==> src/rtl/rbs_pkg.sv <==
package rbs_pkg;
  typedef enum logic [1:0] {
    GRP_A  = 2'd0,
    GRP_B  = 2'd1,
    GRP_AC = 2'd2,
    GRP_BD = 2'd3
  } sig_grp_e;

  localparam int NUM_GROUPS = 4;
endpackage

==> src/rtl/rbs_reg_bank.sv <==
module rbs_reg_bank #(
  parameter int NUM_REG  = 12,
  parameter int REG_BITS = 8,
  localparam int AW      = $clog2(NUM_REG + 1),
  localparam int FLAT_W  = NUM_REG * REG_BITS
) (
  input  logic                clk,
  input  logic                rst,
  input  logic                wr_en,
  input  logic [AW-1:0]       wr_addr,
  input  logic [REG_BITS-1:0] wr_data,
  input  logic                load,
  output logic [FLAT_W-1:0]   shadow_flat
);
  for (genvar i = 0; i < NUM_REG; i++) begin : g_reg
    logic [REG_BITS-1:0] host_q;
    logic [REG_BITS-1:0] shad_q;
    always_ff @(posedge clk) begin
      if (rst) begin
        host_q <= '0;
        shad_q <= '0;
      end else begin
        if (wr_en && (wr_addr == AW'(i))) host_q <= wr_data;
        if (load) shad_q <= host_q;
      end
    end
    assign shadow_flat[i*REG_BITS +: REG_BITS] = shad_q;
  end

  // shadow contents change only on a load
  a_r7_shadow_hold: assert property (@(posedge clk) disable iff (rst)
    !load |=> $stable(shadow_flat));
endmodule

==> src/rtl/rbs_mf_tracker.sv <==
module rbs_mf_tracker #(
  parameter int CH_W = 5,
  parameter int FR_W = 5
) (
  input  logic            clk,
  input  logic            rst,
  input  logic            in_valid,
  input  logic [CH_W-1:0] in_chan,
  input  logic [FR_W-1:0] in_frame,
  input  logic            esf_mode,
  output logic            load,
  output logic            second_half,
  output logic            irq
);
  logic bnd;
  assign bnd  = in_valid && (in_chan == '0) && (in_frame == '0);
  assign load = bnd && (esf_mode || second_half);

  always_ff @(posedge clk) begin
    if (rst) begin
      second_half <= 1'b1;
      irq         <= 1'b0;
    end else begin
      irq <= load;
      if (bnd) second_half <= esf_mode ? 1'b1 : ~second_half;
    end
  end

  // pulse only after a boundary byte
  a_r8_irq_at_boundary: assert property (@(posedge clk) disable iff (rst)
    irq |-> $past(in_valid && (in_chan == '0) && (in_frame == '0)));
  // 12-frame boundaries alternate the half
  a_r6_d4_alternate: assert property (@(posedge clk) disable iff (rst)
    (bnd && !esf_mode) |=> (second_half != $past(second_half)));
  // a 12-frame load always starts a first half
  a_r6_d4_load_first: assert property (@(posedge clk) disable iff (rst)
    (irq && !$past(esf_mode)) |-> !second_half);
endmodule

==> src/rtl/rbs_bit_sel.sv <==
module rbs_bit_sel #(
  parameter int NUM_CH     = 24,
  parameter int CH_PER_REG = 8,
  parameter int REG_BITS   = 8,
  parameter int SIG_PERIOD = 6,
  parameter int CH_W       = 5,
  parameter int FR_W       = 5,
  localparam int REGS_PER_GRP = NUM_CH / CH_PER_REG,
  localparam int NUM_REG      = rbs_pkg::NUM_GROUPS * REGS_PER_GRP,
  localparam int FLAT_W       = NUM_REG * REG_BITS,
  localparam int IDX_W        = $clog2(FLAT_W)
) (
  input  logic [FLAT_W-1:0] shadow_flat,
  input  logic [CH_W-1:0]   chan,
  input  logic [FR_W-1:0]   frame,
  input  logic              esf_mode,
  input  logic              second_half,
  output logic              hit,
  output logic              sig_bit
);
  int fi, k, grp_i;
  logic [IDX_W-1:0] idx;

  always_comb begin
    hit   = 1'b0;
    grp_i = 0;
    fi    = int'(frame) + 1;
    k     = fi / SIG_PERIOD - 1;
    if ((fi % SIG_PERIOD) == 0 && int'(chan) < NUM_CH) begin
      if (esf_mode) begin
        hit   = (k < rbs_pkg::NUM_GROUPS);
        grp_i = k;
      end else begin
        hit   = (k < 2);
        grp_i = second_half ? k + 2 : k;
      end
    end
    idx = '0;
    if (hit)
      idx = IDX_W'((grp_i * REGS_PER_GRP + int'(chan) / CH_PER_REG) * REG_BITS
                   + int'(chan) % CH_PER_REG);
    sig_bit = hit ? shadow_flat[idx] : 1'b0;
  end
endmodule

==> src/rtl/rbs_tx_inserter.sv <==
module rbs_tx_inserter #(
  parameter int NUM_CH     = 24,
  parameter int CH_PER_REG = 8,
  parameter int REG_BITS   = 8,
  parameter int ESF_FRAMES = 24,
  parameter int SIG_PERIOD = 6,
  localparam int REGS_PER_GRP = NUM_CH / CH_PER_REG,
  localparam int NUM_REG      = rbs_pkg::NUM_GROUPS * REGS_PER_GRP,
  localparam int AW           = $clog2(NUM_REG + 1),
  localparam int CH_W         = $clog2(NUM_CH),
  localparam int FR_W         = $clog2(ESF_FRAMES),
  localparam int FLAT_W       = NUM_REG * REG_BITS
) (
  input  logic                clk,
  input  logic                rst,
  input  logic                host_we,
  input  logic [AW-1:0]       host_addr,
  input  logic [REG_BITS-1:0] host_wdata,
  input  logic                esf_mode,
  input  logic                ins_en,
  input  logic                in_valid,
  input  logic [7:0]          in_byte,
  input  logic [CH_W-1:0]     in_chan,
  input  logic [FR_W-1:0]     in_frame,
  output logic                out_valid,
  output logic [7:0]          out_byte,
  output logic                mf_irq
);
  logic              load, second_half, hit, sig_bit;
  logic [FLAT_W-1:0] shadow_flat;

  rbs_reg_bank #(.NUM_REG(NUM_REG), .REG_BITS(REG_BITS)) u_bank (
    .clk(clk), .rst(rst), .wr_en(host_we), .wr_addr(host_addr),
    .wr_data(host_wdata), .load(load), .shadow_flat(shadow_flat));

  rbs_mf_tracker #(.CH_W(CH_W), .FR_W(FR_W)) u_trk (
    .clk(clk), .rst(rst), .in_valid(in_valid), .in_chan(in_chan),
    .in_frame(in_frame), .esf_mode(esf_mode), .load(load),
    .second_half(second_half), .irq(mf_irq));

  rbs_bit_sel #(.NUM_CH(NUM_CH), .CH_PER_REG(CH_PER_REG), .REG_BITS(REG_BITS),
                .SIG_PERIOD(SIG_PERIOD), .CH_W(CH_W), .FR_W(FR_W)) u_sel (
    .shadow_flat(shadow_flat), .chan(in_chan), .frame(in_frame),
    .esf_mode(esf_mode), .second_half(second_half), .hit(hit),
    .sig_bit(sig_bit));

  always_ff @(posedge clk) begin
    if (rst) begin
      out_valid <= 1'b0;
      out_byte  <= '0;
    end else begin
      out_valid <= in_valid;
      out_byte  <= (in_valid && ins_en && hit) ? {in_byte[7:1], sig_bit} : in_byte;
    end
  end

  // upper bits always pass through
  a_r4_upper_pass: assert property (@(posedge clk) disable iff (rst)
    out_valid |-> (out_byte[7:1] == $past(in_byte[7:1])));
  // disabled insertion leaves bytes untouched
  a_r5_disabled_pass: assert property (@(posedge clk) disable iff (rst)
    (out_valid && !$past(ins_en)) |-> (out_byte == $past(in_byte)));
endmodule

==> config.mk <==
export PLATFORM = sky130hd
export DESIGN_NAME = rbs_tx_inserter
export DESIGN_NICKNAME = d
export VERILOG_FILES = /design/src/rtl/rbs_pkg.sv /design/src/rtl/rbs_reg_bank.sv /design/src/rtl/rbs_mf_tracker.sv /design/src/rtl/rbs_bit_sel.sv /design/src/rtl/rbs_tx_inserter.sv
export SDC_FILE = /design/constraint.sdc
export NUM_CORES = 1
export LEC_CHECK = 0
export CELL_PAD_IN_SITES_DETAIL_PLACEMENT = 0
export CELL_PAD_IN_SITES_GLOBAL_PLACEMENT = 1
export CORE_MARGIN = 2
export CORE_UTILIZATION = 32
export CTS_BUF_LIST = sky130_fd_sc_hd__clkbuf_8 sky130_fd_sc_hd__clkbuf_16
export CTS_CLUSTER_SIZE = 14
export DETAILED_ROUTE_END_ITERATION = 6
export GPL_ROUTABILITY_DRIVEN = 0
export GPL_TIMING_DRIVEN = 0
export PLACE_DENSITY_LB_ADDON = 0.1
export SLEW_MARGIN = 20
export SYNTH_ARGS = -nofsm -noshare
export SYNTH_HDL_FRONTEND = slang
export SYNTH_SLANG_ARGS = --single-unit
==> constraint.sdc <==
create_clock -name clk -period 9.04 [get_ports clk]
set_input_delay 2.712 -clock clk [delete_from_list [all_inputs] [get_ports clk]]
set_output_delay 2.712 -clock clk [all_outputs]
set_load 0.1 [all_outputs]
==> results.py, run 1 <==
metrics = {
    "floorplan": {
        "dieArea_um2": 29340,
        "die_x_um": 171.3,
        "die_h_um": 171.3,
        "io_pins": 46,
        "rows": 61,
        "core_um2": 27710,
        "initial_core_util_pct": 32.32,
    },
    "clock_tree": {
        "clk_latency_ps": 520,
        "cts_hold_buf": 0,
        "numCtsBuffers": 25,
        "clock-sinks": 203,
        "cts.clk_slew.worst_paths_ps": 60,
        "root_buffer": "clkbuf_16",
        "cts_max_path_buffers": 3,
        "htree_levels": 1,
        "cts_tree": "done",
    },
    "power_and_ir_drop": {
        "swShare_pct": 25.41,
        "clkPwrFrac_pct": 46.2,
        "powerDensity_nw_per_um2": 194.1,
        "p_leak_nw": 3.927,
        "p_sw_mw": 0.5287,
        "seq_power_share_pct": 43.5,
        "irDropWorstVdd_mv": 0.1251,
        "p_int_mw": 1.552,
        "combPwrFrac_pct": 10.3,
    },
    "timing": {
        "finalCritPeriodShare_pct": 95.75,
        "fin_crit_ps": 8656,
        "slew_headroom_pct": 26.24,
        "maxSlewViolCount": 0,
        "setup_viol": 0,
        "report.final.hold_viol_count": 0,
        "max_freq_mhz": 115.5,
        "rsz0062_at_grt": "false",
        "worst_slack_ps": 384.4,
        "worst_pin_slew_ps": 1106,
        "fin_skew_ps": 11.34,
    },
    "yosys": {
        "synth_area_per_cell_um2": 8.884,
        "yosys.area_share.adder_pct": 2.180,
        "synthMuxAreaShare_pct": 17.19,
        "yosysUniqueCellTypes": 68,
        "synth_compound_area_share_pct": 11.46,
        "synth-seq-cells": 203,
        "synth_flop_cell": "dfxtp_1",
        "synth_top_area_share_pct": 45.38,
        "ys_top_cells_by_area": "dfxtp_1 (45%), mux2i_1 (11%), nand2_1 (8.9%), a21oi_1 (5.8%), nor2_1 (5.1%)",
        "synth_cells": 1008,
        "synth_edf_count": 0,
        "synth_area_um2": 8955,
        "ys_warn_count": 0,
        "ys_seq_area_share_pct": 45.38,
        "yosys.area_share.simple_pct": 18.93,
        "synth_fp_nets": 1059,
        "synth_top_family_by_area": "simple AND/OR/NAND/NOR gates",
        "synth_top_area_cell": "dfxtp_1",
        "async_reset_ff_share_pct": 0,
        "synthXorXnorAreaFrac_pct": 0.8663,
    },
    "route": {
        "drc": 0,
        "antenna_left": 0,
        "drt-initial-drc-count": 392,
        "viasPerCell": 4.874,
        "via_count": 7199,
        "drt_pre_antenna_iters": 5,
        "routed_wl_um": 27530,
        "routedWlPerCell_um": 18.64,
    },
    "layout": {
        "synthToLayoutAreaGrowth_pct": 19.70,
        "final_core_util_pct": 38.69,
        "mostFrequentLayoutCells": "nand2_1 (212), dfxtp_1 (203), nor2_1 (120)",
        "drive_gt1_share_pct": 9.381,
        "layout.nets": 1132,
        "layout_commonest_cell": "nand2_1",
    },
    "worst_setup_path": {
        "required_ps": 9460,
        "endpoint_kind": "flop",
        "path_class": "input pin to flop",
        "worstPathArrival_ps": 9080,
        "crit_top_cell": "ha_1",
        "startpoint_type": "input pin",
        "cp_slowest_stage_delay_ps": 610,
        "cp_slowest_cell": "clkdlybuf4s50_1",
        "rr_worst_depth": 13,
        "crit_fanout": 10,
    },
    "placed_design": {
        "place_ws_ps": -463.3,
        "portBuffers": 43,
        "hpwlAfterDp_um": 18860,
    },
    "global_route": {
        "grt_pass1_vias": 7107,
        "antenna_found_initial": 0,
        "grt_max_degree": 13,
        "grt_usage_pct": 18.94,
        "grt_pass1_wl_um": 42130,
        "grt-ovfl-total": 0,
    },
    "flow_run": {
        "maxCapViolCount": 0,
    },
    "min_path": {
        "hold_class": "flop to flop",
        "holdPathStages": 2,
    },
    "outcome": {
        "status": "finished clean",
    },
}
worst max-delay path: cells and delay by family:
family	cells	cell delay (ps)
AOI/OAI and AO/OA	8	1500
adders and majority gates	7	2010
buffers and inverters	5	1160
and+or+nand+nor	8	1500
xor gates and xnor gates	1	160
worst paths after layout:
check	startpoint	endpoint	slack, ps
hold / removal	u_bank.g_reg[10].host_q[6]	u_bank.g_reg[10].shad_q[6]	450
setup / recovery	in_frame[1]	out_byte[0]	380
setup reg to reg	u_trk.second_half	out_byte[0]	5480
hold reg to reg	u_bank.g_reg[10].host_q[6]	u_bank.g_reg[10].shad_q[6]	450
area by class of cell:
| type | count | area, µm² |
|---|---|---|
| Inverter | 14 | 52.55 |
| Antenna cell | 1 | 2.502 |
| Sequential cell | 203 | 4064 |
| Clock inverter | 14 | 101.3 |
| Multi-Input combinational cell | 716 | 4567 |
| Timing Repair Buffer | 46 | 455.4 |
| Fill cell | 2915 | 16990 |
| Buffer | 75 | 309.0 |
| Clock buffer | 30 | 694.4 |
| Tap cell | 378 | 473.0 |
synthesized netlist by cell type (all sizes together), types with 6 or more instances:
cell type and count:
nand2 212, dfxtp 203, nor2 122, a21oi 104, mux2i 102, clkbuf 57
mux4 20, buf 18, nor2b 18, ha 14, inv 14, nand2b 11
o21ai 10, nand3 9, a221oi 7, mux2 6, xnor2 6
repair_timing:
action	4_1_cts	5_1_grt
setup endpoints to repair	0	1
resized for setup	0	6
endpoints found under the hold margin	0	0
setup buffers	0	3
metal layers:
layer  part of all wire (%)  wire length [µm]  up-vias  GRT usage, %
li1                       -                 -     3578             -
met1                     50             13720     3502         26.74
met2                     46             12660       89         31.26
met3                    2.7               743       30         2.163
met4                    1.4               399        0         3.869
met5                      0                 0        -             0
sequential cells by signal, indices dropped and copies added (netlist names):
name               count
u_bank.g.shad_q       96
u_bank.g.host_q       96
u_trk.second_half      1
out_byte               8
u_trk.irq              1
out_valid              1
stage by stage:
stage	setup TNS (ps)	area [µm²]	power [mW]	instances	hold slack, ps
2_1_floorplan	0	8955	1.060	1008	431.2
3_3_place_gp	-507.4	9858	1.137	1429	438.9
3_5_place_dp	-463.3	9862	1.137	1429	444.0
4_1_cts	0	10660	2.105	1473	446.6
5_1_grt	0	10720	2.164	1476	462.1
6_report	0	10720	2.081	1477	445.8
power groups by stage:
stage          Clock (mW)  Combinational (mW)  Sequential, mW
2_1_floorplan           0               0.119           0.940
3_3_place_gp            0               0.212           0.925
3_5_place_dp            0               0.212           0.925
4_1_cts             0.986               0.213           0.905
5_1_grt              1.03               0.233           0.906
6_report            0.961               0.214           0.906
logic make-up after synthesis:
family / Yosys count
AND/OR/NAND/NOR: 402
flip-flops: 203
AO/OA/AOI/OAI: 163
multiplexers: 128
buffers and inverters: 89
adder cells (fa/ha/maj): 15
XOR/XNOR: 8
No activity file was read; power rests on OpenSTA's default activity.
==> run 2, diff against run 1 <==
--- a/config.mk
+++ b/config.mk
@@ -8,7 +8,7 @@
 export CELL_PAD_IN_SITES_DETAIL_PLACEMENT = 0
 export CELL_PAD_IN_SITES_GLOBAL_PLACEMENT = 1
 export CORE_MARGIN = 2
-export CORE_UTILIZATION = 32
+export CORE_UTILIZATION = 46
 export CTS_BUF_LIST = sky130_fd_sc_hd__clkbuf_8 sky130_fd_sc_hd__clkbuf_16
 export CTS_CLUSTER_SIZE = 14
 export DETAILED_ROUTE_END_ITERATION = 6
==> run 2 against run 1 <==
Effect of this change: sequential share of layout area increased by 0.38 points; largest cell class unchanged; clock power rose by 9%; maximum frequency up 0.53%; critical path depth did not move; die area down 30%; count of clock-buffer cells in the layout up 1; global-route usage increased by 5.1 points; first-iteration DRC count rose by 12%; critical endpoint unchanged; core utilization increased by 16 points; power up 3.8%.
==> results.py, run 2 (synthesis gave the netlist of run 1 again) <==
metrics = {
    "clock_tree": {
        "htree_levels": 1,
        "numCtsBuffers": 24,
        "cts_setup_buffers": 0,
        "ctsResizeCount": 0,
        "cts_hold_buf": 0,
        "clock-sinks": 203,
        "cts_tree": "done",
        "cts.clk_slew.worst_paths_ps": 60,
        "clk_latency_ps": 510,
        "root_buffer": "clkbuf_16",
        "cts_max_path_buffers": 3,
    },
    "layout": {
        "mostFrequentLayoutCells": "nand2_1 (212), dfxtp_1 (203), nor2_1 (121)",
        "layout.nets": 1128,
        "antenna_cells": 0,
        "layout_commonest_cell": "nand2_1",
        "layout_top_registers": "u_bank.g.host_q (96), u_bank.g.shad_q (96), out_byte (8)",
        "fin_area_um2": 10610,
        "synthToLayoutAreaGrowth_pct": 18.50,
        "final_cells": 1360,
        "drive_gt1_share_pct": 8.676,
    },
    "power_and_ir_drop": {
        "powerDensity_nw_per_um2": 203.5,
        "p_leak_nw": 3.939,
        "irDropWorstVdd_mv": 0.1228,
    },
    "placed_design": {
        "place_ws_ps": -239.0,
        "hpwlAfterDp_um": 16480,
        "placed_area_um2": 9717,
        "place_inst": 1316,
        "portBuffers": 43,
    },
    "worst_setup_path": {
        "cp_slowest_cell": "clkdlybuf4s50_1",
        "worstPathArrival_ps": 9010,
        "ff2ff_setup_slack_ps": 5580,
        "crit_top_cell": "ha_1",
        "path_class": "input pin to flop",
        "cp_slowest_stage_delay_ps": 600,
        "crit_fanout": 10,
        "endpoint_kind": "flop",
        "required_ps": 9440,
        "r2r_end": "out_byte[0]",
        "startpoint_type": "input pin",
        "r2r_start": "u_trk.second_half",
        "rr_worst_depth": 13,
    },
    "timing": {
        "setup_tns_ps": 0,
        "worst_slack_ps": 430.1,
        "whs_ps": 450.1,
        "setup_viol": 0,
        "rsz0062_at_grt": "false",
        "slew_headroom_pct": 30.20,
        "finalCritPeriodShare_pct": 95.24,
        "maxSlewViolCount": 0,
        "report.final.hold_viol_count": 0,
        "fin_crit_ps": 8610,
        "max_freq_mhz": 116.1,
        "fin_skew_ps": 8.293,
        "worst_pin_slew_ps": 1047,
    },
    "min_path": {
        "min_delay_worst_endpoint": "u_bank.g_reg[9].shad_q[0]",
        "hold_class": "flop to flop",
        "holdPathStages": 2,
        "min_from": "u_bank.g_reg[9].host_q[0]",
    },
    "floorplan": {
        "core_um2": 19270,
        "dieArea_um2": 20600,
        "rows": 51,
        "io_pins": 46,
        "initial_core_util_pct": 46.47,
        "die_x_um": 143.5,
        "die_h_um": 143.5,
    },
    "global_route": {
        "grt-ovfl-total": 0,
        "grt_usage_pct": 24.03,
        "grt_pass1_vias": 6821,
        "antenna_found_initial": 0,
        "grt_pass1_wl_um": 38310,
        "grt_max_degree": 14,
    },
    "route": {
        "routed.top_layer": "met4",
        "met3_length_um": 1100,
        "viasPerCell": 5.315,
        "drt_pre_antenna_iters": 7,
        "wl_met2_um": 11160,
        "drc": 0,
        "wl_met1_um": 11920,
        "antenna_left": 0,
        "via_count": 7229,
        "routedWlPerCell_um": 17.95,
        "routed_wl_um": 24410,
        "drt-initial-drc-count": 440,
    },
    "flow_run": {
        "maxCapViolCount": 0,
    },
    "outcome": {
        "status": "finished clean",
    },
}
[run 2: cell count changes in the layout (fill, tap and decap cells not counted), moves of 2 or more]
cell | previous run | this run
buf_4 | 3 | 0
bufinv_16 | 1 | 4
clkbuf_1 | 54 | 57
clkbuf_2 | 3 | 0
clkinv_2 | 7 | 5
[run 2: worst max-delay path by stage]
stage	from	to	cells past startpoint
after floorplan	in_frame[0]	out_byte[0]	28
after global placement	in_frame[0]	out_byte[0]	29
after detailed placement	in_frame[0]	out_byte[0]	29
after CTS	in_frame[0]	out_byte[0]	29
after global routing	in_frame[1]	out_byte[0]	27
final	in_frame[1]	out_byte[0]	29
[run 2: power by group]
part | switching [mW] | total, mW | internal (mW) | leakage, nW
registers | 0.00314 | 0.905 | 0.902 | 1.64
logic | 0.127 | 0.202 | 0.0750 | 1.85
clock network | 0.386 | 1.05 | 0.666 | 0.447
total | 0.517 | 2.16 | 1.64 | 3.94
[run 2: stage by stage]
stage	utilization, %	power (mW)
6_report	55.06	2.159
2_1_floorplan	-	1.060
4_1_cts	54.98	2.172
3_5_place_dp	50.42	1.126
3_3_place_gp	50.42	1.126
5_1_grt	55.06	2.228
[run 2: critical path: cells and delay by family]
kind,cells,cell delay (ps)
and+or+nand+nor,8,1460
AOI/OAI and AO/OA,8,1600
adders and majority gates,7,1960
buffers and inverters,5,1110
xor gates and xnor gates,1,160
[run 2: final cells by class]
type,count,area [µm²]
clock inverters,13,170.2
repair buffers,43,432.9
well taps,265,331.6
fillers,1912,8660
inverters,14,52.55
multi-input cells,716,4547
plain buffers,75,305.3
clock buffers,31,708.2
flip-flops and latches,203,4064
[run 2: routing by layer]
metal,vias to the layer above,GRT usage (%)
met4,0,3.818
met5,-,0
met2,160,38.80
li1,3565,-
met3,19,2.766
met1,3485,35.32
